$ cat src/rtl/mono_i2s_rx_pkg.sv
package mono_i2s_rx_pkg;

  // Strobes issued by the slot controller to the sample datapath.
  typedef struct packed {
    logic clearShift;  // new slot begins: empty the shift register
    logic shiftEn;     // capture the current data bit
    logic lastBit;     // this capture completes the sample
  } rxStrobe_t;

endpackage

$ cat src/rtl/mono_i2s_rx_sync.sv
module mono_i2s_rx_sync #(
  parameter int STAGES = 2
) (
  input  logic clk,
  input  logic rstN,
  input  logic sckIn,
  input  logic wsIn,
  input  logic sdIn,
  output logic wsOut,
  output logic sdOut,
  output logic sckRise
);

  localparam int LINES = 3;

  logic [LINES-1:0] pipe [STAGES];
  logic             sckPrev;

  always_ff @(posedge clk) begin
    if (!rstN) pipe[0] <= '0;
    else       pipe[0] <= {sckIn, wsIn, sdIn};
  end

  generate
    for (genvar s = 1; s < STAGES; s++) begin : gStage
      always_ff @(posedge clk) begin
        if (!rstN) pipe[s] <= '0;
        else       pipe[s] <= pipe[s-1];
      end
    end
  endgenerate

  always_ff @(posedge clk) begin
    if (!rstN) sckPrev <= 1'b0;
    else       sckPrev <= pipe[STAGES-1][2];
  end

  assign wsOut   = pipe[STAGES-1][1];
  assign sdOut   = pipe[STAGES-1][0];
  assign sckRise = pipe[STAGES-1][2] & ~sckPrev;

endmodule

$ cat src/rtl/mono_i2s_rx_ctrl.sv
module mono_i2s_rx_ctrl
  import mono_i2s_rx_pkg::*;
#(
  parameter int SLOT_BITS = 32,
  parameter int KEEP_BITS = 18
) (
  input  logic      clk,
  input  logic      rstN,
  input  logic      sckRise,
  input  logic      wsBit,
  input  logic      selRight,
  output rxStrobe_t strobe
);

  localparam int CW = $clog2(SLOT_BITS + 1);
  localparam logic [CW-1:0] IDLE_CNT = CW'(SLOT_BITS);
  localparam logic [CW-1:0] KEEP_CNT = CW'(KEEP_BITS);

  logic          seenWs;
  logic          wsLast;
  logic          slotCh;
  logic          selActive;
  logic [CW-1:0] bitCnt;
  logic          boundary;
  logic          inSelected;

  assign boundary   = sckRise && seenWs && (wsBit != wsLast);
  assign inSelected = (slotCh == selActive) && (bitCnt < KEEP_CNT);

  always_comb begin
    strobe            = '0;
    strobe.clearShift = boundary;
    strobe.shiftEn    = sckRise && seenWs && !boundary && inSelected;
    strobe.lastBit    = strobe.shiftEn && (bitCnt == KEEP_CNT - 1'b1);
  end

  always_ff @(posedge clk) begin
    if (!rstN) begin
      seenWs    <= 1'b0;
      wsLast    <= 1'b0;
      slotCh    <= 1'b0;
      selActive <= 1'b0;
      bitCnt    <= IDLE_CNT;
    end else if (sckRise) begin
      if (!seenWs) begin
        seenWs <= 1'b1;
        wsLast <= wsBit;
      end else if (boundary) begin
        wsLast <= wsBit;
        slotCh <= wsBit;
        bitCnt <= '0;
        if (!wsBit) selActive <= selRight;
      end else if (bitCnt < IDLE_CNT) begin
        bitCnt <= bitCnt + 1'b1;
      end
    end
  end

  // nothing is captured before a word-select level has been learned
  a_r8_no_capture_unaligned: assert property (@(posedge clk) disable iff (!rstN)
    !seenWs |-> !strobe.shiftEn);

  // the slot counter never passes the slot length
  a_r2_count_bounded: assert property (@(posedge clk) disable iff (!rstN)
    bitCnt <= IDLE_CNT);

  // the active selection only moves on a slot start into the left channel
  a_r7_sel_frame_only: assert property (@(posedge clk) disable iff (!rstN)
    !(boundary && !wsBit) |=> $stable(selActive));

  // a boundary never coincides with a capture
  a_r10_boundary_no_shift: assert property (@(posedge clk) disable iff (!rstN)
    strobe.clearShift |-> !strobe.shiftEn);

endmodule

$ cat src/rtl/mono_i2s_rx_dpath.sv
module mono_i2s_rx_dpath
  import mono_i2s_rx_pkg::*;
#(
  parameter int KEEP_BITS = 18
) (
  input  logic                 clk,
  input  logic                 rstN,
  input  rxStrobe_t            strobe,
  input  logic                 sdBit,
  output logic [KEEP_BITS-1:0] sample,
  output logic                 valid
);

  logic [KEEP_BITS-2:0] shiftReg;

  always_ff @(posedge clk) begin
    if (!rstN) begin
      shiftReg <= '0;
    end else if (strobe.clearShift) begin
      shiftReg <= '0;
    end else if (strobe.shiftEn) begin
      shiftReg <= {shiftReg[KEEP_BITS-3:0], sdBit};
    end
  end

  always_ff @(posedge clk) begin
    if (!rstN) begin
      sample <= '0;
      valid  <= 1'b0;
    end else begin
      valid <= strobe.lastBit;
      if (strobe.lastBit) sample <= {shiftReg, sdBit};
    end
  end

  // strobe is a single cycle wide
  a_r6_single_pulse: assert property (@(posedge clk) disable iff (!rstN)
    valid |=> !valid);

  // output holds between strobes
  a_r9_hold: assert property (@(posedge clk) disable iff (!rstN)
    !strobe.lastBit |=> $stable(sample));

endmodule

$ cat src/rtl/mono_i2s_rx.sv
module mono_i2s_rx
  import mono_i2s_rx_pkg::*;
#(
  parameter int SYNC_STAGES = 2,
  parameter int SLOT_BITS   = 32,
  parameter int KEEP_BITS   = 18
) (
  input  logic                 clk,
  input  logic                 rstN,
  input  logic                 i2sSck,
  input  logic                 i2sWs,
  input  logic                 i2sSd,
  input  logic                 selRight,
  output logic [KEEP_BITS-1:0] sampleOut,
  output logic                 sampleValid
);

  logic      wsSync;
  logic      sdSync;
  logic      sckRise;
  rxStrobe_t strobe;

  mono_i2s_rx_sync #(.STAGES(SYNC_STAGES)) uSync (
    .clk(clk), .rstN(rstN), .sckIn(i2sSck), .wsIn(i2sWs), .sdIn(i2sSd),
    .wsOut(wsSync), .sdOut(sdSync), .sckRise(sckRise)
  );

  mono_i2s_rx_ctrl #(.SLOT_BITS(SLOT_BITS), .KEEP_BITS(KEEP_BITS)) uCtrl (
    .clk(clk), .rstN(rstN), .sckRise(sckRise), .wsBit(wsSync),
    .selRight(selRight), .strobe(strobe)
  );

  mono_i2s_rx_dpath #(.KEEP_BITS(KEEP_BITS)) uDpath (
    .clk(clk), .rstN(rstN), .strobe(strobe), .sdBit(sdSync),
    .sample(sampleOut), .valid(sampleValid)
  );

endmodule

$ cat config.mk
export PLATFORM = sky130hd
export DESIGN_NAME = mono_i2s_rx
export DESIGN_NICKNAME = d
export VERILOG_FILES = /design/src/rtl/mono_i2s_rx_pkg.sv /design/src/rtl/mono_i2s_rx_sync.sv /design/src/rtl/mono_i2s_rx_ctrl.sv /design/src/rtl/mono_i2s_rx_dpath.sv /design/src/rtl/mono_i2s_rx.sv
export SDC_FILE = /design/constraint.sdc
export NUM_CORES = 1
export LEC_CHECK = 0
export ABC_AREA = 1
export BUFFER_PORTS_ARGS = -buffer_cell sky130_fd_sc_hd__buf_2
export CORE_ASPECT_RATIO = 1.25
export CORE_UTILIZATION = 50
export DETAILED_ROUTE_END_ITERATION = 16
export PLACE_DENSITY = 0.72
export REMOVE_ABC_BUFFERS = 1
export SLEW_MARGIN = 20
export SYNTH_ARGS = -nofsm -noshare
export SYNTH_HDL_FRONTEND = slang
export SYNTH_SLANG_ARGS = --single-unit
export TNS_END_PERCENT = 20
$ cat constraint.sdc
create_clock -name clk -period 4.11 [get_ports clk]
set_clock_uncertainty 0.1 [all_clocks]
set_input_delay 0 -clock clk [delete_from_list [all_inputs] [get_ports clk]]
set_output_delay 0 -clock clk [all_outputs]
set_load 0.02 [all_outputs]
### After elaboration in Yosys (flattened, before gate mapping)

Memory sizes are Yosys's and may differ from the RTL's.
Index checks and enable logic that the tools add are counted.

| storage, ports and cells | value |
|---|---|
| register bits | 47 |
| RAM bits | 6 |
| bits of input ports | 6 |
| output and inout port bits | 19 |
| logic and storage cells | 44 |
| memories kept | 1 |

| cells by class | value |
|---|---|
| add/sub/neg operators | 1 |
| magnitude comparators | 2 |
| eq/ne operators | 4 |
| muxes and demuxes | 8 |
| bitwise logic cells | 6 |
| reduce and logical (&&, ||, !) cells | 13 |

Memory list:

| name | words | width | read ports | clocked after Yosys merged registers in | write ports | line | source |
|---|---|---|---|---|---|---|---|
| uSync.pipe | 2 | 3 | 2 | 0 | 2 | mono_i2s_rx_sync.sv:16 | `logic [LINES-1:0] pipe [STAGES];` |

Operators by type and width:

| cell | number |
|---|---|
| 2-to-1 mux 6 bit | 2 |
| adder 6 x 1 -> 6 bit, second input constant | 1 |
| == test 6 x 5 -> 1 bit, second input constant | 1 |
| logical AND 1 bit | 6 |
| less-than comparator 6 x 5 -> 1 bit, second input constant | 1 |
| less-than comparator 6 bit, second input constant | 1 |
| 2-to-1 mux 3 bit | 2 |
| AND reduction 3 bit | 2 |
| 2-to-1 mux 1 bit | 4 |
| AND reduction 4 bit | 1 |
| inverter 1 bit | 3 |
| != test 2 bit, second input constant | 1 |
| bitwise OR 1 bit | 2 |
| AND reduction 2 bit | 1 |
| nonzero test 2 bit | 1 |
| OR reduction 2 bit | 1 |
| bitwise AND 1 bit | 1 |
| == test 1 bit | 1 |
| logical NOT 1 bit | 1 |
| != test 1 bit | 1 |

### Longest topological paths before layout

| depth | value |
|---|---|
| depth after elaboration | 8 |
| depth in mapped cells | 8 |

### By module

Synthesis repeated with hierarchy kept, for this count alone.

| unflattened totals | value |
|---|---|
| cell total of the unflattened synthesis | 255 |
| area, all modules | 2134.5 µm² |

By module, submodules not included:

| module | times used | cells each | area each (µm²) | seq. area each (µm²) |
|---|---|---|---|---|
| mono_i2s_rx_dpath | 1 | 156 | 1395.1 | 720.7 |
| mono_i2s_rx_ctrl | 1 | 76 | 539.3 | 200.2 |
| mono_i2s_rx_sync | 1 | 23 | 200.2 | 140.1 |

### Least setup slack after synthesis

OpenSTA, ideal clock, no wires.

| timing path | value |
|---|---|
| path type | register to register |
| start point | reg uCtrl.bitCnt[1] |
| end point | reg uDpath.sample[0] |
| arrival | 1291 ps |
| required time | 3896 ps |
| slack | 2606 ps |
| stages on the path, launching flop included | 9 |
| path buffers | 1 |
| clock period less this slack | 1504 ps |
| path through | dfxtp_1 > inv_1 > ha_1 > nand3_4 > nor2_8 > nand4_4 > buf_6 > nand3_2 > nand2_1 |

| between the ends | value |
|---|---|
| word-level cells in the longest chain between the ends | 4 |

Ends and longest elaborated chain:

| what | line | source |
|---|---|---|
| start, declared | mono_i2s_rx_ctrl.sv:23 | `logic [CW-1:0] bitCnt;` |
| start signal, assigned | mono_i2s_rx_ctrl.sv:54 | `bitCnt <= bitCnt + 1'b1;` |
| less-than comparator 6 x 5 -> 1 bit | mono_i2s_rx_ctrl.sv:28 | `assign inSelected = (slotCh == selActive) && (bitCnt < KEEP_CNT);` |
| logical AND 1 bit | mono_i2s_rx_ctrl.sv:28 |  |
| logical AND 1 bit | mono_i2s_rx_ctrl.sv:33 | `strobe.shiftEn = sckRise && seenWs && !boundary && inSelected;` |
| logical AND 1 bit * | mono_i2s_rx_ctrl.sv:34 | `strobe.lastBit = strobe.shiftEn && (bitCnt == KEEP_CNT - 1'b1);` |
| end signal, assigned | mono_i2s_rx_dpath.sv:32 | `if (strobe.lastBit) sample <= {shiftReg, sdBit};` |
| end, declared | mono_i2s_rx_dpath.sv:10 | `output logic [KEEP_BITS-1:0] sample,` |

Mark *: on every way between the ends. The rest lies on a longest branch, timed or not.
A chain may end at the register's enable or synchronous reset.

### Worst setup path in the final report

| timing path | value |
|---|---|
| start point | reg uCtrl.bitCnt[1] |
| end point | reg uDpath.sample[12] |

Same word-level chain as after synthesis.

==> flow_summary.ini <==
[min_path]
whs_endpoint = uCtrl.bitCnt[5]
hold_path.class = input port to flip-flop
worstHoldPathCells = 2
min_from = rstN

[logic_synthesis]
synth-edff-count = 0
synth-async-reset-ratio_pct = 0
yosysWarnings = 0
syn-cell-area_sq_mm = 0.00234
synth_top_area_share_pct = 45.3
avgSynthCellArea_sq_um = 8.07
seq_area_frac_synth_pct = 45.3
synth-seq-cells = 53
synth_common_cells = nand2_1, dfxtp_1, inv_1
yosysMostFrequentCell = nand2_1
synthFlopType = dfxtp_1
yosysUniqueCellTypes = 27
synth_top_area_cell = dfxtp_1
synthTopCellsByArea = dfxtp_1, nand2_1, nand3_1
syn_inst = 290

[timing]
fin_crit_sh_pct = 43.1
holdWs_ps = 109
final_max_slew_viol_count = 0
period_needed_ps = 1770
hold_viol = 0
slew_headroom_pct = 52.2
fin_tns_setup_ps = 0
fmax_ghz = 0.565
final-setup-viol-count = 0
rsz0062_at_grt = false
worst_slew_pin_slew_ps = 717

[worst_setup_path]
reg2reg_to = uDpath.sample[12]
crit_path_max_incr_delay_ps = 360
crit_arrival_ps = 1910
crit_slowest_cell = nand4_4
critPathLaunch = uCtrl.bitCnt[1]
path_max_fanout = 19
path_class = flip-flop to flip-flop
cp-start-kind = flip-flop
end_kind = flip-flop
path_cells = inv_1 > ha_1 > nand3_4 > nor2_8 > nand4_4 > nand2_1 > inv_1 > nor2_1
required_ps = 4250
r2r_cells = 8
reg2reg_slack_ps = 2340
cp_common_cell = inv_1
timing.rr.start = uCtrl.bitCnt[1]

[global_route]
grt_pass1_vias = 1743
gr-total-overflow = 0
grt_start_max_net_pins = 39
grt_pass1_wl_mm = 7.53
antenna_found_initial = 0
grt_use_total_pct = 19.3

[clock_network]
cts.sinks = 53
cts_tree = done
clk_latency_ps = 310
h-tree-depth = 2
cts_hold_buffers = 4
clk_transition_reported_paths_ps = 90
ctsResizeCount = 0
cts_setup_buffers = 0
cts_root_buffer = clkbuf_8
clockBufferDepth = 2
numCtsBuffers = 5

[final_layout]
drive_above_1_share_pct = 19.4
antenna_cells = 0
final_net_count = 322
synthToLayoutAreaGrowth_pct = 11.3

[detailed_routing]
via_per_inst = 4.87
wl_per_cell_microns = 11.2
vias = 1816
drt-total-wl_mm = 4.19
drt_iter0_markers = 79
dr.pass1.iters = 4
drc = 0
ant_nets = 0

[floorplanning]
dieArea_sq_mm = 0.00496
die_h_microns = 78.5
die_width_microns = 63.2
fp-row-count = 27
io_pins = 25
start_util_pct = 52.5
core_sq_mm = 0.00446

[run_status]
status = complete, no violations

[power]
ir_worst_vdd_mv = 0.277
p_leak_uw = 0.00114
power_density_mw_per_mm2 = 351

[run]
drv_cap = 0

[place]
gp_congestion = 0.788
io_buffers = 24
dp_hpwl_mm = 2.76
[worst max-delay path: cells and delay by family (launching register included)]
kind,cells,cell delay [ps]
fa+ha+maj,1,200
buf+inv,2,160
simple gates,5,890
flops,1,350
[registers in the layout, summed over array words and instances (netlist names)]
register and count:
uDpath.sample 18, uDpath.shiftReg 17, uCtrl.bitCnt 6, uSync.pipe 6
uCtrl.seenWs 1, uCtrl.selActive 1, uCtrl.slotCh 1, uCtrl.wsLast 1
uDpath.valid 1, uSync.sckPrev 1
[worst max-delay path by stage]
stage	endpoint	slack [ps]
2_1_floorplan	uDpath.sample[4]	2580
3_3_place_gp	uDpath.sample[9]	2400
3_5_place_dp	uDpath.sample[12]	2340
4_1_cts	uDpath.sample[12]	2300
5_1_grt	uDpath.sample[7]	2160
6_report	uDpath.sample[12]	2340
[logic make-up after synthesis]
kind of cell    count (synthesis)  synth area share [%]
xor+xnor                        4                  1.50
simple gates                  146                  34.8
fa+ha+maj                       2                  1.07
flops                          53                  45.3
compound gates                 29                  6.47
buf+inv                        56                  10.9
[layout by cell type, fill, tap and decap left out, drive strengths merged]
cell | synthesis | layout
a211oi | 1 | 1
a21oi | 26 | 26
buf | 10 | 24
bufinv | 0 | 1
clkbuf | 1 | 7
dfxtp | 53 | 53
dlygate4sd3 | 0 | 4
ha | 2 | 2
inv | 45 | 45
nand2 | 67 | 67
nand3 | 46 | 46
nand4 | 9 | 9
nor2 | 23 | 23
nor3 | 1 | 1
o21ai | 2 | 2
xnor2 | 2 | 2
xor2 | 2 | 2
[metrics by stage]
stage          cells  setup slack, ps  util, %  instance area [sq um]  power (uW)
6_report         373             2340     58.4                   2600         913
3_3_place_gp     361             2400     54.9                   2450         563
4_1_cts          373             2300     58.4                   2600         927
5_1_grt          373             2160     58.4                   2600         951
2_1_floorplan    279             2580        -                   2250         550
3_5_place_dp     361             2340     54.9                   2450         563
[layer usage]
layer  part of all wire, %  vias up  GRT usage (%)
met1                    46      811           21.3
met2                    49       29           35.1
met3                   3.2        7           4.36
met5                     0        -              0
li1                      -      969              -
met4                   2.0        0           8.41
[final cells by class]
cell class,count,area [sq um]
fill,440,1860
tap,58,72.6
timing repair buffer,28,160
sequential,53,1060
clock inverter,1,30.0
clock buffer,7,86.3
inverter,45,169
multi-input combinational,181,1020
[power breakdown]
group / switching (uW) / total (uW) / internal (uW)
registers: 2.30 / 519 / 517
logic: 24.0 / 34.4 / 10.4
clock network: 161 / 360 / 199
No activity file was read; power rests on OpenSTA's default activity.
